<file path="config.mk">
export PLATFORM = sky130hd
export DESIGN_NAME = vco_band_cal
export DESIGN_NICKNAME = d
export VERILOG_FILES = /design/src/rtl/vbc_pkg.sv /design/src/rtl/vbc_edge_sync.sv /design/src/rtl/vbc_tick_timer.sv /design/src/rtl/vbc_edge_counter.sv /design/src/rtl/vbc_seq.sv /design/src/rtl/vco_band_cal.sv
export SDC_FILE = /design/constraint.sdc
export NUM_CORES = 1
export LEC_CHECK = 0
export BUFFER_PORTS_ARGS = -buffer_cell sky130_fd_sc_hd__buf_2
export CORE_MARGIN = 2
export CORE_UTILIZATION = 38
export DETAILED_ROUTE_END_ITERATION = 7
export GPL_TIMING_DRIVEN = 1
export SLEW_MARGIN = 20
export SYNTH_ARGS = -nofsm -noshare
export SYNTH_HDL_FRONTEND = slang
export SYNTH_HIERARCHICAL = 1
export SYNTH_SLANG_ARGS = --single-unit
</file>
<file path="constraint.sdc">
create_clock -name clk -period 5.8 [get_ports clk]
set_clock_uncertainty 0.15 [all_clocks]
set_input_delay 0.87 -clock clk [delete_from_list [all_inputs] [get_ports clk]]
set_output_delay 0.87 -clock clk [all_outputs]
set_load 0.02 [all_outputs]
</file>
<file path="src/rtl/vbc_pkg.sv">
package vbc_pkg;

    typedef enum logic [2:0] {
        ST_IDLE   = 3'd0,
        ST_SETTLE = 3'd1,
        ST_COUNT  = 3'd2,
        ST_DECIDE = 3'd3,
        ST_DONE   = 3'd4
    } vbc_state_e;

    function automatic int vbc_max(input int a, input int b);
        return (a > b) ? a : b;
    endfunction

endpackage

</file>
<file path="src/rtl/vbc_edge_sync.sv">
module vbc_edge_sync #(
    parameter int STAGES = 2
) (
    input  logic clk,
    input  logic rst_n,
    input  logic async_i,
    output logic rise_o
);
    logic [STAGES-1:0] sync_d, sync_q;
    logic              last_d, last_q;

    always_comb begin
        sync_d = {sync_q[STAGES-2:0], async_i};
        last_d = sync_q[STAGES-1];
    end

    always_ff @(posedge clk or negedge rst_n) begin
        if (!rst_n) begin
            sync_q <= '0;
            last_q <= 1'b0;
        end else begin
            sync_q <= sync_d;
            last_q <= last_d;
        end
    end

    assign rise_o = sync_q[STAGES-1] & ~last_q;

    // an edge pulse is one cycle wide
    AST_RISE_SINGLE: assert property (@(posedge clk) disable iff (!rst_n)
        rise_o |=> !rise_o);

endmodule

</file>
<file path="src/rtl/vbc_tick_timer.sv">
module vbc_tick_timer #(
    parameter int TMR_W = 8
) (
    input  logic             clk,
    input  logic             rst_n,
    input  logic             clr_i,
    input  logic             run_i,
    input  logic             tick_i,
    input  logic [TMR_W-1:0] limit_i,
    output logic             expire_o
);
    logic [TMR_W-1:0] count_d, count_q;
    logic             last_tick;

    always_comb begin
        last_tick = run_i && tick_i && (count_q == limit_i - 1'b1);
        count_d   = count_q;
        if (clr_i) begin
            count_d = '0;
        end else if (run_i && tick_i) begin
            count_d = last_tick ? '0 : count_q + 1'b1;
        end
    end

    always_ff @(posedge clk or negedge rst_n) begin
        if (!rst_n) count_q <= '0;
        else        count_q <= count_d;
    end

    assign expire_o = last_tick;

    AST_TIMER_BOUND: assert property (@(posedge clk) disable iff (!rst_n)
        run_i |-> (count_q < limit_i));

    AST_TIMER_FROZEN: assert property (@(posedge clk) disable iff (!rst_n)
        (run_i && !tick_i && !clr_i) |=> $stable(count_q));

endmodule

</file>
<file path="src/rtl/vbc_edge_counter.sv">
module vbc_edge_counter #(
    parameter int CNT_W = 12
) (
    input  logic             clk,
    input  logic             rst_n,
    input  logic             clr_i,
    input  logic             en_i,
    input  logic             pulse_i,
    output logic [CNT_W-1:0] count_o
);
    localparam logic [CNT_W-1:0] CNT_MAX = '1;

    logic [CNT_W-1:0] count_d, count_q;

    always_comb begin
        count_d = count_q;
        if (clr_i) begin
            count_d = '0;
        end else if (en_i && pulse_i && (count_q != CNT_MAX)) begin
            count_d = count_q + 1'b1;
        end
    end

    always_ff @(posedge clk or negedge rst_n) begin
        if (!rst_n) count_q <= '0;
        else        count_q <= count_d;
    end

    assign count_o = count_q;

    AST_NO_OVERFLOW: assert property (@(posedge clk) disable iff (!rst_n)
        (!clr_i && count_q == CNT_MAX) |=> (count_q == CNT_MAX));

    AST_COUNT_IDLE: assert property (@(posedge clk) disable iff (!rst_n)
        (!clr_i && !en_i) |=> $stable(count_q));

endmodule

</file>
<file path="src/rtl/vbc_seq.sv">
module vbc_seq
    import vbc_pkg::*;
#(
    parameter int BAND_W = 4,
    parameter int CNT_W  = 12
) (
    input  logic              clk,
    input  logic              rst_n,
    input  logic              cal_mode_i,
    input  logic              start_i,
    input  logic              expire_i,
    input  logic [CNT_W-1:0]  meas_i,
    input  logic [CNT_W-1:0]  target_i,
    output logic              timer_run_o,
    output logic              timer_clr_o,
    output logic              settle_sel_o,
    output logic              meter_clr_o,
    output logic              meter_en_o,
    output logic [BAND_W-1:0] band_o,
    output logic              done_o,
    output logic              lf_clamp_o,
    output logic              cp_en_o
);
    localparam int IDX_W = (BAND_W > 1) ? $clog2(BAND_W) : 1;
    localparam logic [IDX_W-1:0]  TOP_IDX  = IDX_W'(BAND_W - 1);
    localparam logic [BAND_W-1:0] MSB_ONLY = {1'b1, {(BAND_W-1){1'b0}}};

    typedef struct packed {
        vbc_state_e        state;
        logic [BAND_W-1:0] band;
        logic [IDX_W-1:0]  idx;
        logic              done;
        logic              clamp;
        logic              cp_en;
    } seq_regs_t;

    seq_regs_t r_d, r_q;
    logic      busy;
    logic      accept;

    always_comb begin
        busy   = (r_q.state == ST_SETTLE) || (r_q.state == ST_COUNT) ||
                 (r_q.state == ST_DECIDE);
        accept = start_i && cal_mode_i && !busy;

        r_d       = r_q;
        r_d.clamp = cal_mode_i;
        r_d.cp_en = !cal_mode_i;

        if (busy && !cal_mode_i) begin
            r_d.state = ST_IDLE;
            r_d.band  = '0;
            r_d.idx   = '0;
            r_d.done  = 1'b0;
        end else begin
            case (r_q.state)
                ST_IDLE, ST_DONE: begin
                    if (accept) begin
                        r_d.state = ST_SETTLE;
                        r_d.band  = MSB_ONLY;
                        r_d.idx   = TOP_IDX;
                        r_d.done  = 1'b0;
                    end
                end
                ST_SETTLE: begin
                    if (expire_i) r_d.state = ST_COUNT;
                end
                ST_COUNT: begin
                    if (expire_i) r_d.state = ST_DECIDE;
                end
                ST_DECIDE: begin
                    if (meas_i >= target_i) r_d.band[r_q.idx] = 1'b0;
                    if (r_q.idx == '0) begin
                        r_d.state = ST_DONE;
                        r_d.done  = 1'b1;
                    end else begin
                        r_d.idx                     = r_q.idx - 1'b1;
                        r_d.band[r_q.idx - 1'b1]    = 1'b1;
                        r_d.state                   = ST_SETTLE;
                    end
                end
                default: begin
                    r_d.state = ST_IDLE;
                    r_d.band  = '0;
                    r_d.idx   = '0;
                    r_d.done  = 1'b0;
                end
            endcase
        end
    end

    always_ff @(posedge clk or negedge rst_n) begin
        if (!rst_n) begin
            r_q.state <= ST_IDLE;
            r_q.band  <= '0;
            r_q.idx   <= '0;
            r_q.done  <= 1'b0;
            r_q.clamp <= 1'b0;
            r_q.cp_en <= 1'b1;
        end else begin
            r_q <= r_d;
        end
    end

    assign timer_run_o  = (r_q.state == ST_SETTLE) || (r_q.state == ST_COUNT);
    assign timer_clr_o  = !timer_run_o;
    assign settle_sel_o = (r_q.state == ST_SETTLE);
    assign meter_clr_o  = (r_q.state == ST_SETTLE);
    assign meter_en_o   = (r_q.state == ST_COUNT);
    assign band_o       = r_q.band;
    assign done_o       = r_q.done;
    assign lf_clamp_o   = r_q.clamp;
    assign cp_en_o      = r_q.cp_en;

    AST_CLAMP_IN_CAL: assert property (@(posedge clk) disable iff (!rst_n)
        cal_mode_i |=> (lf_clamp_o && !cp_en_o));

    AST_LOOP_RELEASED: assert property (@(posedge clk) disable iff (!rst_n)
        !cal_mode_i |=> (!lf_clamp_o && cp_en_o));

    AST_START_LOADS_MSB: assert property (@(posedge clk) disable iff (!rst_n)
        accept |=> (band_o == MSB_ONLY && !done_o));

    AST_START_IGNORED: assert property (@(posedge clk) disable iff (!rst_n)
        (!cal_mode_i && !busy) |=> ($stable(band_o) && $stable(done_o)));

    AST_KEEP_BIT: assert property (@(posedge clk) disable iff (!rst_n)
        (r_q.state == ST_DECIDE && cal_mode_i && meas_i < target_i)
        |=> band_o[$past(r_q.idx)]);

    AST_DROP_BIT: assert property (@(posedge clk) disable iff (!rst_n)
        (r_q.state == ST_DECIDE && cal_mode_i && meas_i >= target_i)
        |=> !band_o[$past(r_q.idx)]);

    AST_DONE_HOLDS: assert property (@(posedge clk) disable iff (!rst_n)
        (done_o && !(start_i && cal_mode_i)) |=> (done_o && $stable(band_o)));

    AST_ABORT_CLEARS: assert property (@(posedge clk) disable iff (!rst_n)
        (busy && !cal_mode_i) |=> (!done_o && band_o == '0));

    AST_DONE_ONLY_IDLE_OR_END: assert property (@(posedge clk) disable iff (!rst_n)
        $rose(done_o) |-> $past(r_q.state == ST_DECIDE));

endmodule

</file>
<file path="src/rtl/vco_band_cal.sv">
module vco_band_cal
    import vbc_pkg::*;
#(
    parameter int BAND_W       = 4,
    parameter int CNT_W        = 12,
    parameter int WIN_TICKS    = 1024,
    parameter int SETTLE_TICKS = 32,
    parameter int SYNC_STAGES  = 2
) (
    input  logic              clk,
    input  logic              rst_n,
    input  logic              cal_mode_i,
    input  logic              start_i,
    input  logic [CNT_W-1:0]  target_i,
    input  logic              ref_tick_i,
    input  logic              vco_div_i,
    output logic [BAND_W-1:0] band_o,
    output logic              done_o,
    output logic              cp_en_o,
    output logic              lf_clamp_o
);
    localparam int TMR_W = $clog2(vbc_max(WIN_TICKS, SETTLE_TICKS) + 1);
    localparam logic [TMR_W-1:0] WIN_LIM    = TMR_W'(WIN_TICKS);
    localparam logic [TMR_W-1:0] SETTLE_LIM = TMR_W'(SETTLE_TICKS);

    logic             vco_rise;
    logic             timer_run, timer_clr, settle_sel, expire;
    logic             meter_clr, meter_en;
    logic [CNT_W-1:0] meas;
    logic [TMR_W-1:0] limit;

    assign limit = settle_sel ? SETTLE_LIM : WIN_LIM;

    vbc_edge_sync #(.STAGES(SYNC_STAGES)) u_sync (
        .clk     (clk),
        .rst_n   (rst_n),
        .async_i (vco_div_i),
        .rise_o  (vco_rise)
    );

    vbc_tick_timer #(.TMR_W(TMR_W)) u_timer (
        .clk      (clk),
        .rst_n    (rst_n),
        .clr_i    (timer_clr),
        .run_i    (timer_run),
        .tick_i   (ref_tick_i),
        .limit_i  (limit),
        .expire_o (expire)
    );

    vbc_edge_counter #(.CNT_W(CNT_W)) u_meter (
        .clk     (clk),
        .rst_n   (rst_n),
        .clr_i   (meter_clr),
        .en_i    (meter_en),
        .pulse_i (vco_rise),
        .count_o (meas)
    );

    vbc_seq #(.BAND_W(BAND_W), .CNT_W(CNT_W)) u_seq (
        .clk          (clk),
        .rst_n        (rst_n),
        .cal_mode_i   (cal_mode_i),
        .start_i      (start_i),
        .expire_i     (expire),
        .meas_i       (meas),
        .target_i     (target_i),
        .timer_run_o  (timer_run),
        .timer_clr_o  (timer_clr),
        .settle_sel_o (settle_sel),
        .meter_clr_o  (meter_clr),
        .meter_en_o   (meter_en),
        .band_o       (band_o),
        .done_o       (done_o),
        .lf_clamp_o   (lf_clamp_o),
        .cp_en_o      (cp_en_o)
    );

endmodule

</file>
---- Word level (Yosys, flattened, before mapping) ----
Index checks and enable logic that the tools add are counted.
storage, ports and cells
  register bits after elaboration ......... 38
  bits in latches ......................... 0
  RAM bits ................................ 0
  memory bits (read-only) ................. 0
  bits of input ports ..................... 18
  output and inout port bits .............. 7
  word-level logic and storage cells ...... 81
  memories ................................ 0
operators by class
  add/subtract/negate cells ............... 4
  $mul .................................... 0
  div/mod/pow operators ................... 0
  $lt $le $gt $ge ......................... 5
  equality and inequality tests ........... 13
  shifts and indexed selects .............. 0
  multiplexer cells ....................... 22
  bitwise logic cells ..................... 5
  reductions and logical operators ........ 22
operators with widths
  cell                                                               count
  two-way mux 11 bit                                                 4
  two-way mux 12 bit                                                 2
  case mux 7 bit (3 select lines)                                    1
  two-way mux 10 bit                                                 2
  adder 12 x 1 -> 12 bit, second input constant                      1
  greater-or-equal comparator 12 bit                                 1
  two-way mux 4 bit                                                  3
  != test 12 bit, second input constant                              1
  case mux 3 bit (4 select lines)                                    1
  adder 11 x 1 -> 11 bit, second input constant                      1
  equality test 11 bit                                               1
  subtractor 11 x 1 -> 11 bit, second input constant                 1
  logical AND 1 bit                                                  9
  two-way mux 3 bit                                                  3
  AND reduction 3 bit                                                3
  equality test 3 x 2 -> 1 bit, second input constant                2
  less-than comparator 2 x 3 -> 1 bit, second input constant         2
  two-way mux 6 bit                                                  1
  != test 3 x 1 -> 1 bit, second input constant                      2
  != test 3 bit, second input constant                               2
  bitwise AND 4 bit                                                  1
  demux 1 bit (select 2 bit)                                         2
  greater-or-equal comparator 2 x 1 -> 1 bit, second input constant  2
  NOT 4 bit                                                          1
  other kinds (17)                                                   22

---- Depth between registers and ports, before layout ----
Gate-level depths: netlist (run 1).
  word-level depth ........................ 13
  depth in mapped cells ................... 14
  depth with buffers taken out ............ 12

---- By module ----
Netlist (run 1), hierarchy kept.
by module, submodules not included
  module            times used  cells an instance  area each (µm²)  seq. area each (µm²)
  vbc_seq           1           118                984.7            301.5
  vbc_tick_timer    1           111                948.4            275.3
  vbc_edge_counter  1           69                 679.4            300.3
  vbc_edge_sync     1           4                  88.8             75.1
  vco_band_cal      1           2                  7.5              0.0

---- Worst setup path after synthesis (run 1) ----
OpenSTA, ideal clock, no wires.
  path kind ............................... register -> register
  start ................................... reg u_seq/r_q[10] (netlist bit)
  end ..................................... reg u_seq/r_q[9] (netlist bit)
  library setup time ...................... 0.071 ns
  arrival time ............................ 2.795 ns
  required time ........................... 5.579 ns
  setup slack ............................. 2.784 ns
  cell stages (with the launch flop) ...... 14
  buffers on the path ..................... 2
  clock period less this slack ............ 3.016 ns
  cell sequence ........................... dfrtp_1 > buf_2 > nand2b_1 > nor2_1 > buf_4 > nor4_1 > nand3b_1 > nor2b_1 > a2111o_1 > nor3_4 > mux2i_1 > a311oi_1 > a21oi_1 > nor2_1
on the way
  word-level cells in the longest chain between the ends .. 7
  elaborated cells between the ends (all ways) .. 22
  classes of those cells .................. add/sub: 1; eq/ne: 8; mux: 3; reduce/logical: 10
RTL lines
  what                                                                        line                  text
  start, declared                                                             vbc_seq.sv:37         seq_regs_t r_d, r_q;
  start signal, assigned                                                      vbc_seq.sv:101        r_q <= r_d;
  equality test 3 x 1 -> 1 bit *                                              --
  via meter_clr                                                               vco_band_cal.sv:28    logic meter_clr, meter_en;
  two-way mux 11 bit *                                                        vco_band_cal.sv:32    assign limit = settle_sel ? SETTLE_LIM : WIN_LIM;
  via limit[5]                                                                vco_band_cal.sv:30    logic [TMR_W-1:0] limit;
  subtractor 11 x 1 -> 11 bit *                                               vbc_tick_timer.sv:16  last_tick = run_i && tick_i && (count_q == limit_i - 1'b1);
  equality test 11 bit *                                                      vbc_tick_timer.sv:16
  logical AND 1 bit *                                                         vbc_tick_timer.sv:16
  via expire                                                                  vco_band_cal.sv:27    logic timer_run, timer_clr, settle_sel, expire;
  != test 3 x 2 -> 1 bit (no line) or != test 3 x 1 -> 1 bit (tied branches)  --
  AND reduction 3 bit (no line) *                                             --
Mark *: on every way through the listed nets, which the timed path passes. The rest lies on a longest branch.
A chain may end at the register's enable or synchronous reset.

---- Final worst setup path (run 1) ----
  start ................................... reg u_seq/r_q[10] (netlist bit)
  end ..................................... reg u_seq/r_q[9] (netlist bit)
on the way
  word-level cells in the longest chain between the ends .. 7
  elaborated cells between the ends (all ways) .. 22
  classes of those cells .................. add/sub: 1; eq/ne: 8; mux: 3; reduce/logical: 10
RTL lines
  what                                                                        line
  equality test 3 x 1 -> 1 bit *                                              --
  via meter_clr                                                               vco_band_cal.sv:28
  two-way mux 11 bit                                                          vco_band_cal.sv:32
  subtractor 11 x 1 -> 11 bit                                                 vbc_tick_timer.sv:16
  equality test 11 bit                                                        vbc_tick_timer.sv:16
  logical AND 1 bit *                                                         vbc_tick_timer.sv:16
  via expire                                                                  vco_band_cal.sv:27
  != test 3 x 2 -> 1 bit (no line) or != test 3 x 1 -> 1 bit (tied branches)  --
  AND reduction 3 bit (no line) *                                             --
Marked as above.

==> key figures, run 1 <==
Setup path
  – Kind of critical path: flop to flop
  – R2r worst-path depth: 12
  – WP data arrival: 3460 ps
  – R2r endpoint: u_seq/r_q[9]
  – Worst stage delay on the critical path: 590 ps
  – R2R setup slack: 2360 ps
  – Largest fanout on the critical path: 18
  – Cell breakdown of the critical path: nand2b_1 > nor2_1 > buf_4 > nor4_1 > nand3b_1 > nor2b_1 > a2111o_1 > nor3_4 > mux2i_1 > a311oi_1 > a21oi_1 > nor2_1
  – CP required: 5830 ps
  – Critical Path Start Type: flop
  – Worst Setup End Kind: flop
  – Cell mode on critical path: nor2_1
  – Reg2reg start: u_seq/r_q[10]
  – Crit path max-delay cell type: dfrtp_1

Finish
  – Nets@finish: 395
  – # diodes: 0
  – Layout area overhead: 15.9%
  – Final core utilization: 46.0%
  – Most frequent cells in the layout: 40 x conb_1, 37 x dfrtp_1, 25 x nor2_1
  – Commonest non-fill, non-tap cell in the layout: conb_1
  – Share of cells above drive strength 1: 13.2%

Timing
  – Final-report max-slew violation count: 0
  – Final hold vios: 0
  – Setup TNS: 0 ps
  – Worst-Margin Slew: 846 ps
  – Final worst-path cycle share: 59.3%
  – Final setup viols: 0
  – Final worst path period need: 3440 ps
  – Top achievable clock speed: 291 MHz
  – Fin Hold WS: 207 ps
  – Max-slew headroom: 43.6%
  – RSZ-0062 raised after global routing: no

Floorplan
  – Ports: 25
  – Core Region: 0.00683 mm²
  – Die ar.: 0.00782 mm²
  – # rows: 30
  – Die Width: 88.4 µm
  – Die extent in y: 88.4 µm
  – Starting density of the core: 39.7%

Route
  – WL final: 5330 µm
  – Via Count: 2,245
  – Vias/cell: 4.89
  – DRT Pass-1 Iters: 4
  – Iter 0 DRT Violations: 103
  – DRC violations left: 0
  – Drt wl/cell: 11.6 µm
  – Antenna Nets Post-Route: 0

Yosys
  – Async SR Flop Fraction: 100%
  – Largest family of logic cells by synthesized area: simple AND/OR/NAND/NOR gates
  – Gate Count Post-Synth: 304
  – Top_reg_cell synth: dfrtp_1
  – Ys Warns: 6
  – FF+latch count, synth: 38
  – Syn Area/Cell: 8.91 µm²
  – Post-Synth Simple-Gate Area: 27.4%
  – Post-Syn Area: 0.00271 mm²
  – Cell variety after synth: 60
  – Multiplexer share of the synthesized area: 1.52%
  – Post-synth EDFFs: 0
  – Adder-cell area share of the yosys netlist: 6.93%
  – Synth Area in XOR/XNOR: 7.44%
  – Compound-gate portion of the synthesized area: 15.5%
  – Sequential share of the synthesized area: 35.2%

Global route
  – Vias in the first global route: 2,097
  – Grt ovf: 0
  – Total GRT Usage: 15.0%
  – First-pass GRT wire length: 9400 µm
  – Largest net degree at the start of global routing: 39
  – Initial antenna violation count: 0

Power and ir drop
  – Switching share of power: 25.5%
  – Max VDD drop: 161 µV
  – P_int: 0.425 mW
  – Power per cell area: 182 mW/mm²
  – P_sw: 0.146 mW
  – Combinational Power Share: 12.5%
  – Clk network pwr share: 38.9%
  – Sequential power share: 48.6%
  – Leak Pwr: 1.42 nW

Clock network
  – Clk buf depth: 2
  – # hold bufs at CTS: 0
  – Postcts setup bufs: 0
  – H-tree level count: 2
  – CTS resizes: 0
  – CTS tree: built
  – Total CTS buffers: 5
  – Worst-path clk slew: 70 ps
  – Clock Root Buffer: clkbuf_8
  – Worst skew pair latency: 290 ps
  – Clk sink count: 38

Min path
  – Hold EP: u_sync/sync_q[1]
  – Worst hold start: u_sync/sync_q[0]
  – WHS Path Cells: 0
  – Hold Crit Class: flop to flop

Flow run
  – Maxcap violations: 0

Place
  – DP HPWL: 4040 µm
  – GPL Wtd Cong: 0.767
  – # port buffers: 24

Outcome
  – Outcome: complete, no violations
synthesized netlist by cell type (2+ instances only):
library cell,instances,area [µm²]
a21boi_0,2,15.0
a31oi_1,2,12.5
a21oi_1,22,110
nand2_1,22,82.6
o2111ai_1,2,17.5
o21ai_1,3,15.0
nand2b_1,5,31.3
o31ai_1,2,15.0
o21ai_0,10,50.1
or4_1,2,15.0
nor4_1,3,18.8
clkbuf_1,4,15.0
a311oi_1,4,35.0
o22ai_1,3,18.8
nand4_1,4,25.0
nand3b_1,4,30.0
dfrtp_1,37,926
or4b_4,2,27.5
mux2i_1,3,30.0
buf_2,2,10.0
and4_1,5,43.8
and2_1,4,25.0
nand3_1,16,80.1
ha_1,15,188
xnor2_1,11,96.3
or3_1,7,43.8
nor3_1,11,55.1
xor2_1,12,105
inv_1,22,82.6
nor2_1,25,93.8
buf_4,5,37.5
a211oi_1,2,15.0
nor2b_1,4,25.0
state kept, by name, indices dropped and copies added, names as in the netlist:
register	cells
u_seq/cp_en_o	1
u_seq/lf_clamp_o	1
u_sync/last_q	1
u_seq/r_q	5
u_seq/band_o	4
u_timer/count_q	11
u_seq/done_o	1
u_meter/count_o	12
u_sync/sync_q	2
worst max-delay path by stage:
stage | from | endpoint | slack [ps] | cells after the start
global placement | u_seq/r_q[10] | u_seq/r_q[9] | 2480 | 12
global route | u_seq/r_q[10] | u_seq/r_q[9] | 2060 | 12
CTS | u_seq/r_q[10] | u_seq/r_q[9] | 2340 | 12
detailed placement | u_seq/r_q[10] | u_seq/r_q[9] | 2360 | 12
finish | u_seq/r_q[10] | u_seq/r_q[9] | 2360 | 12
floorplan | u_seq/r_q[10] | u_seq/r_q[9] | 2780 | 13
metrics by stage:
| stage | total power, mW | std cells | setup slack [ps] | area (µm²) |
|---|---|---|---|---|
| final | 0.571 | 459 | 2360 | 3140 |
| after CTS | 0.579 | 459 | 2340 | 3140 |
| after global routing | 0.604 | 459 | 2060 | 3140 |
| after floorplan | 0.333 | 343 | 2780 | 2860 |
| after detailed placement | 0.354 | 451 | 2360 | 3030 |
| after global placement | 0.353 | 451 | 2480 | 3030 |
power groups by stage:
stage / clock (mW) / combinational [mW] / sequential (mW)
floorplan: 0 / 0.0527 / 0.280
global placement: 0 / 0.0701 / 0.283
detailed placement: 0 / 0.0710 / 0.283
CTS: 0.230 / 0.0713 / 0.277
global route: 0.243 / 0.0821 / 0.278
finish: 0.222 / 0.0712 / 0.277
kinds of logic (layout without fill, tap and decap cells):
logic type,after synthesis,after routing
multiplexers,4,4
XOR/XNOR,23,23
AND/OR/NAND/NOR,127,127
adder cells (fa/ha/maj),15,15
AO/OA/AOI/OAI,61,61
other,1,40
buffers and inverters,35,55
flip-flops,38,38
worst max-delay path, delay by kind of cell (launching register included):
kind                   cells  cell delay, ps
buffers and inverters      1             210
and+or+nand+nor            7            1440
muxes                      1             250
DFF                        1             590
AOI/OAI and AO/OA          3             690
area by class of cell:
type / count / area, µm²
clock inverters: 3 / 45.0
repair buffers: 25 / 128
inverters: 22 / 82.6
clock buffers: 5 / 68.8
flip-flops and latches: 38 / 952
multi-input cells: 270 / 1740
fillers: 690 / 3690
well taps: 96 / 120
layer usage:
layer  GRT usage (%)  wire (µm)
met2            25.1       2580
met5               0          0
met1            20.5       2610
met4            3.03         28
met3            2.80        113
No activity file was read; power rests on OpenSTA's default activity.
==> run 2, diff against run 1 <==
--- a/config.mk
+++ b/config.mk
@@ -5,6 +5,7 @@
 export SDC_FILE = /design/constraint.sdc
 export NUM_CORES = 1
 export LEC_CHECK = 0
+export ABC_AREA = 1
 export BUFFER_PORTS_ARGS = -buffer_cell sky130_fd_sc_hd__buf_2
 export CORE_MARGIN = 2
 export CORE_UTILIZATION = 38
==> constraint.sdc (replaced) <==
create_clock -name clk -period 3.2 [get_ports clk]
set_clock_uncertainty 0.15 [all_clocks]
set_input_delay 0.48 -clock clk [delete_from_list [all_inputs] [get_ports clk]]
set_output_delay 0.48 -clock clk [all_outputs]
set_load 0.02 [all_outputs]
==> key figures, run 2 <==
Min path
  – Hold Crit Class: input pin to flop (was flop to flop)
  – Worst hold start: vco_div_i (was u_sync/sync_q[0])

Setup path
  – CP startpoint: u_seq/r_q[11] (was u_seq/r_q[10])
  – Critical Path Start Type: flop (unchanged)
  – Kind of critical path: flop to flop (unchanged)
  – Worst Setup End Kind: flop (unchanged)
  – Reg2reg start: u_seq/r_q[11] (was u_seq/r_q[10])
  – WP data arrival: 2320 ps (was 3460 ps)
  – CP required: 3230 ps (was 5830 ps)
  – Largest fanout on the critical path: 8 (was 18)

Power and ir drop
  – P_int: 0.888 mW (was 0.425 mW)
  – Sequential power share: 37.9% (was 48.6%)
  – Pwr Total: 1.53 mW (was 0.571 mW)
  – Leak Pwr: 1.76 nW (was 1.42 nW)
  – Combinational Power Share: 39.4% (was 12.5%)
  – Clk network pwr share: 22.7% (was 38.9%)
  – Power per cell area: 459 mW/mm² (was 182 mW/mm²)
  – Switching share of power: 41.7% (was 25.5%)
  – P_sw: 0.637 mW (was 0.146 mW)
  – Max VDD drop: 387 µV (was 161 µV)

Timing
  – Final hold vios: 0 (unchanged)
  – Max-slew headroom: 42.4% (was 43.6%)
  – Final-report max-slew violation count: 0 (unchanged)
  – Top achievable clock speed: 435 MHz (was 291 MHz)
  – Worst-Margin Slew: 864 ps (was 846 ps)
  – RSZ-0062 raised after global routing: no (unchanged)
  – Final worst path period need: 2300 ps (was 3440 ps)
  – Final worst-path cycle share: 71.8% (was 59.3%)
  – Final setup viols: 0 (unchanged)
  – Setup TNS: 0 ps (unchanged)

Yosys
  – Post-synth top area cell: dfrtp_1 (unchanged)
  – FF+latch count, synth: 38 (unchanged)
  – Sequential share of the synthesized area: 32.4% (was 35.2%)
  – Top-count cell post-synth: nand2_1 (was dfrtp_1)
  – Gate Count Post-Synth: 399 (was 304)
  – Commonest cells post-synth: 106 x nand2_1, 52 x inv_1, 37 x dfrtp_1, 33 x nand3_1, 31 x nor2_1 (was 37 x dfrtp_1, 25 x nor2_1, 22 x a21oi_1, 22 x inv_1, 22 x nand2_1)
  – Post-Syn Area: 0.00294 mm² (was 0.00271 mm²)
  – Top_reg_cell synth: dfrtp_1 (unchanged)
  – Synth area leaders: dfrtp_1 31%, nand2_1 14%, inv_1 6.6%, ha_1 6.4%, xor2_1 6.0% (was dfrtp_1 34%, ha_1 6.9%, a21oi_1 4.1%, xor2_1 3.9%, xnor2_1 3.6%)
  – Ys Warns: 6 (unchanged)
  – Post-synth EDFFs: 0 (unchanged)
  – Cell variety after synth: 38 (was 60)
  – Async SR Flop Fraction: 100% (unchanged)
  – Syn Area/Cell: 7.37 µm² (was 8.91 µm²)
  – Yosys top cell area share: 31.5% (was 34.2%)

Global route
  – Grt ovf: 0 (unchanged)
  – Vias in the first global route: 2,418 (was 2,097)
  – Largest net degree at the start of global routing: 39 (unchanged)
  – Initial antenna violation count: 0 (unchanged)
  – First-pass GRT wire length: 10,500 µm (was 9400 µm)
  – Total GRT Usage: 15.1% (was 15.0%)

Finish
  – Nets@finish: 480 (was 395)
  – Non-Filler Instances: 550 (was 459)
  – Most frequent cells in the layout: 106 x nand2_1, 52 x inv_1, 37 x dfrtp_1 (was 40 x conb_1, 37 x dfrtp_1, 25 x nor2_1)
  – Commonest non-fill, non-tap cell in the layout: nand2_1 (was conb_1)
  – Layout area overhead: 13.1% (was 15.9%)
  – Share of cells above drive strength 1: 20.3% (was 13.2%)
  – # diodes: 0 (unchanged)
  – FILL cells: 820 (was 690)
  – Max FFs per register: 12 (unchanged)

Floorplan
  – Core Region: 0.00761 mm² (was 0.00683 mm²)
  – # rows: 32 (was 30)
  – Die ar.: 0.00846 mm² (was 0.00782 mm²)
  – Ports: 25 (unchanged)
  – Die Width: 92.0 µm (was 88.4 µm)
  – Die extent in y: 92.0 µm (was 88.4 µm)
  – Starting density of the core: 38.7% (was 39.7%)

Place
  – Placed cells: 542 (was 451)
  – DP HPWL: 4400 µm (was 4040 µm)
  – GPL Wtd Cong: 0.820 (was 0.767)
  – # port buffers: 24 (unchanged)

Outcome
  – Outcome: complete, no violations (unchanged)

Clock network
  – Postcts setup bufs: 0 (unchanged)
  – CTS resizes: 0 (unchanged)
  – Total CTS buffers: 5 (unchanged)
  – Worst skew pair latency: 290 ps (about the same)
  – # hold bufs at CTS: 0 (unchanged)
  – Worst-path clk slew: 80 ps (was 70 ps)
  – Clock Root Buffer: clkbuf_8 (unchanged)
  – Clk sink count: 38 (unchanged)
  – H-tree level count: 2 (unchanged)
  – Clk buf depth: 2 (unchanged)
  – CTS tree: built (unchanged)

Route
  – Antenna Nets Post-Route: 0 (unchanged)
  – Iter 0 DRT Violations: 117 (was 103)
  – DRT Pass-1 Iters: 4 (unchanged)
  – WL final: 5610 µm (was 5330 µm)
  – Drt wl/cell: 10.2 µm (was 11.6 µm)
  – DRC violations left: 0 (unchanged)
  – Via Count: 2,428 (was 2,245)
  – Vias/cell: 4.41 (was 4.89)

Flow run
  – Maxcap violations: 0 (unchanged)
==> run 2: cell types whose count changed after synthesis, sizes merged, moves of 6 or more <==
cell    change
nand2      +91
inv        +45
a21oi      -17
nor2       +18
nor3        -9
o21ai      +11
or3         -7
xnor2       -8
nand3      +23
xor2        +8
nand2b      -6
==> run 2: logic make-up (layout without fill, tap and decap cells) <==
| family | Yosys count | in the layout | share of synthesized area [%] |
|---|---|---|---|
| other | 1 | 24 | 0.127 |
| xor gates and xnor gates | 23 | 23 | 6.85 |
| adders and majority gates | 15 | 15 | 6.38 |
| DFF | 38 | 38 | 32.4 |
| and+or+nand+nor | 209 | 209 | 35.3 |
| AOI/OAI and AO/OA | 36 | 36 | 8.08 |
| buffers and inverters | 76 | 102 | 10.5 |
| muxes | 1 | 1 | 0.340 |
==> run 2: critical path: stages (launching register included) <==
cell	delay [ps]
dfrtp_1	410
inv_2	100
nand3_2	100
inv_1	290
inv_1	90
xor2_1	170
nand3_1	100
nand2_1	70
nand3_1	70
nor2_2	130
nand3_4	120
inv_1	110
nor2_4	40
inv_2	60
nand2_2	60
nand2_1	70
nand2_1	50
==> run 2: area by class of cell <==
type	instances	area [µm²]	area share (%)
repair buffers	24	120	3.61
clock inverters	1	5.00	0.150
clock buffers	7	86.3	2.60
flip-flops and latches	38	952	28.6
inverters	70	269	8.09
multi-input cells	308	1770	53.1
well taps	102	128	3.84
==> run 2: worst paths after layout <==
check	end	slack, ps	cells after the start
worst min register to register	u_sync/sync_q[1]	200	0
worst min-delay path	u_sync/sync_q[0]	140	1
worst max register to register	u_seq/r_q[11]	900	16
max in group asynchronous	u_seq/band_o[1]	2210	1
worst max-delay path	u_seq/r_q[11]	900	16
min in group asynchronous	u_seq/r_q[3]	160	1
==> run 2: routing by layer <==
layer	global-route usage [%]	vias up	share of wire, %
met5	0	-	0
met4	4.73	0	1.1
met3	2.22	5	2.3
met2	25.8	25	47
met1	19.7	1084	49
li1	-	1314	-
==> run 2: per-stage QoR <==
| stage | util [%] | instance area, µm² | hold slack [ps] | worst slack [ps] |
|---|---|---|---|---|
| final | 43.7 | 3330 | 144 | 902 |
| after global routing | 43.7 | 3330 | 130 | 641 |
| after CTS | 43.7 | 3330 | 132 | 871 |
| after detailed placement | 42.5 | 3230 | 188 | 875 |
| after global placement | 42.5 | 3230 | 186 | 955 |
| after floorplan | - | 3030 | 34.4 | 1100 |
==> run 2: power groups by stage <==
stage | sequential [mW] | clock [mW] | combinational [mW]
after floorplan | 0.577 | 0 | 0.499
after global placement | 0.583 | 0 | 0.596
after detailed placement | 0.586 | 0 | 0.600
after CTS | 0.577 | 0.358 | 0.603
after global routing | 0.586 | 0.370 | 0.695
final | 0.578 | 0.346 | 0.601
==> run 3, diff against run 2 <==
==> constraint.sdc (replaced) <==
create_clock -name clk -period 2.35 [get_ports clk]
set_clock_uncertainty 0.15 [all_clocks]
set_input_delay 0.3525 -clock clk [delete_from_list [all_inputs] [get_ports clk]]
set_output_delay 0.3525 -clock clk [all_outputs]
set_load 0.02 [all_outputs]
==> key figures, run 3 (synthesis results as in run 2) <==
Clock network
  – H-tree level count: 2 (unchanged)
  – Worst skew pair latency: 290 ps (about the same)
  – Clk buf depth: 2 (unchanged)
  – Worst-path clk slew: 80 ps (about the same)
  – Clock Root Buffer: clkbuf_8 (unchanged)
  – Total CTS buffers: 5 (unchanged)
  – Postcts setup bufs: 0 (unchanged)
  – Clk sink count: 38 (unchanged)
  – CTS tree: built (unchanged)

Global route
  – Initial antenna violation count: 0 (unchanged)
  – Largest net degree at the start of global routing: 17 (was 39)
  – Vias in the first global route: 2,455 (was 2,418)
  – First-pass GRT wire length: 10,800 µm (was 10,500 µm)
  – Grt ovf: 0 (unchanged)
  – Total GRT Usage: 15.5% (was 15.1%)

Route
  – Drt wl/cell: 10.6 µm (was 10.2 µm)
  – Vias/cell: 4.48 (was 4.41)
  – DRC violations left: 0 (unchanged)
  – Via Count: 2,485 (was 2,428)
  – WL final: 5870 µm (was 5610 µm)
  – DRT Pass-1 Iters: 4 (unchanged)
  – Iter 0 DRT Violations: 87 (was 117)
  – Antenna Nets Post-Route: 0 (unchanged)

Power and ir drop
  – Power per cell area: 629 mW/mm² (was 459 mW/mm²)
  – Max VDD drop: 521 µV (was 387 µV)
  – Switching share of power: 41.7% (about the same)
  – P_sw: 0.886 mW (was 0.637 mW)
  – P_int: 1.24 mW (was 0.888 mW)
  – Clk network pwr share: 22.5% (was 22.7%)
  – Sequential power share: 36.8% (was 37.9%)
  – Pwr Total: 2.12 mW (was 1.53 mW)
  – Leak Pwr: 1.78 nW (was 1.76 nW)
  – Combinational Power Share: 40.7% (was 39.4%)

Setup path
  – Worst Setup End Kind: flop (unchanged)
  – Crit path max-delay cell type: dfrtp_1 (unchanged)
  – CP required: 2380 ps (was 3230 ps)
  – Cell breakdown of the critical path: inv_2 > nand3_2 > inv_2 > inv_1 > xor2_2 > nand3_1 > nand2_1 > nand3_1 > nor2_2 > nand3_4 > inv_1 > nor2_4 > inv_2 > nand2_2 > nand2_1 > nand2_1 (was inv_2 > nand3_2 > inv_1 > inv_1 > xor2_1 > nand3_1 > nand2_1 > nand3_1 > nor2_2 > nand3_4 > inv_1 > nor2_4 > inv_2 > nand2_2 > nand2_1 > nand2_1)
  – Critical Path Start Type: flop (unchanged)
  – R2R setup slack: 230 ps (was 900 ps)
  – Kind of critical path: flop to flop (unchanged)
  – Worst stage delay on the critical path: 420 ps (was 410 ps)
  – Largest fanout on the critical path: 5 (was 8)
  – WP data arrival: 2150 ps (was 2320 ps)

Floorplan
  – Starting density of the core: 38.7% (unchanged)
  – Die ar.: 0.00846 mm² (unchanged)
  – # rows: 32 (unchanged)
  – Die Width: 92.0 µm (unchanged)
  – Ports: 25 (unchanged)
  – Die extent in y: 92.0 µm (unchanged)
  – Core Region: 0.00761 mm² (unchanged)

Place
  – GPL Wtd Cong: 0.812 (was 0.820)
  – DP HPWL: 4670 µm (was 4400 µm)
  – # port buffers: 24 (unchanged)

Timing
  – Final worst-path cycle share: 90.3% (was 71.8%)
  – Setup TNS: 0 ps (unchanged)
  – Top achievable clock speed: 471 MHz (was 435 MHz)
  – Final worst path period need: 2120 ps (was 2300 ps)
  – Final hold vios: 0 (unchanged)
  – Final setup viols: 0 (unchanged)
  – RSZ-0062 raised after global routing: no (unchanged)
  – Final-report max-slew violation count: 0 (unchanged)

Finish
  – Nets@finish: 485 (was 480)
  – Max FFs per register: 12 (unchanged)
  – FILL cells: 791 (was 820)
  – Commonest non-fill, non-tap cell in the layout: nand2_1 (unchanged)
  – # diodes: 0 (unchanged)
  – Share of cells above drive strength 1: 21.6% (was 20.3%)
  – Most frequent cells in the layout: 106 x nand2_1, 51 x inv_1, 37 x dfrtp_1 (was 106 x nand2_1, 52 x inv_1, 37 x dfrtp_1)
  – Layout area overhead: 14.8% (was 13.1%)

Outcome
  – Outcome: complete, no violations (unchanged)

Min path
  – Hold Crit Class: input pin to flop (unchanged)

Flow run
  – Maxcap violations: 0 (unchanged)
## run 3: changes by cell type in the layout (fill, tap and decap cells not counted), sizes merged
cell         delta
clkbuf          -1
buf             +4
clkinvlp        +1
dlygate4sd3     +1
## run 3: worst paths after layout
path,endpoint,startpoint,cells past startpoint
worst min register to register,u_sync/sync_q[1],u_sync/sync_q[0],0
max in group asynchronous,u_meter/count_o[6],rst_n,3
worst max register to register,u_seq/r_q[11],u_seq/r_q[11],16
worst min-delay path,u_sync/sync_q[0],vco_div_i,1
worst max-delay path,u_seq/r_q[11],u_seq/r_q[11],16
min in group asynchronous,u_seq/band_o[2],rst_n,2
## run 3: per-layer routing
metal	global-route usage [%]	routed length, µm	vias up
met4	4.23	48	0
met3	2.88	158	7
met2	26.4	2810	33
li1	-	-	1327
met5	0	0	-
met1	20.3	2850	1118
## run 3: critical path: cells and delay by family (launching register included)
| kind | cells | cell delay, ps |
|---|---|---|
| AND/OR/NAND/NOR | 10 | 800 |
| XOR/XNOR | 1 | 140 |
| flip-flops | 1 | 420 |
| buffers and inverters | 5 | 490 |
## run 3: cell type report
type	instances	area (µm²)	share of cell area [%]
multi-input combinational	308	1770	52.5
clock inverter	2	12.5	0.371
tap	102	128	3.78
sequential	38	952	28.2
inverter	70	269	7.97
clock buffer	6	82.6	2.45
timing repair buffer	29	160	4.74
## run 3: stage by stage
| step | instance area (µm²) | hold WS (ps) | utilization (%) | worst slack, ps | cells |
|---|---|---|---|---|---|
| 6_report | 3380 | 16.9 | 44.4 | 227 | 555 |
| 5_1_grt | 3380 | 11.3 | 44.4 | 19.9 | 555 |
| 4_1_cts | 3370 | 3.80 | 44.3 | 140 | 555 |
| 3_5_place_dp | 3260 | 126 | 42.9 | 165 | 546 |
| 3_3_place_gp | 3260 | 120 | 42.9 | 208 | 546 |
| 2_1_floorplan | 3030 | -93.1 | - | 253 | 422 |
## run 3: timing repair
item / CTS / global route
endpoints found under the hold margin: 13 / 0
gates resized for setup: 0 / 2
endpoints found under the setup margin: 0 / 3
hold buffers: 1 / 0
## run 3: power groups by stage
| stage | logic [mW] | clock network, mW | registers, mW |
|---|---|---|---|
| final | 0.864 | 0.477 | 0.783 |
| after global routing | 0.986 | 0.520 | 0.794 |
| after CTS | 0.859 | 0.494 | 0.783 |
| after detailed placement | 0.853 | 0 | 0.797 |
| after global placement | 0.853 | 0 | 0.793 |
| after floorplan | 0.680 | 0 | 0.786 |
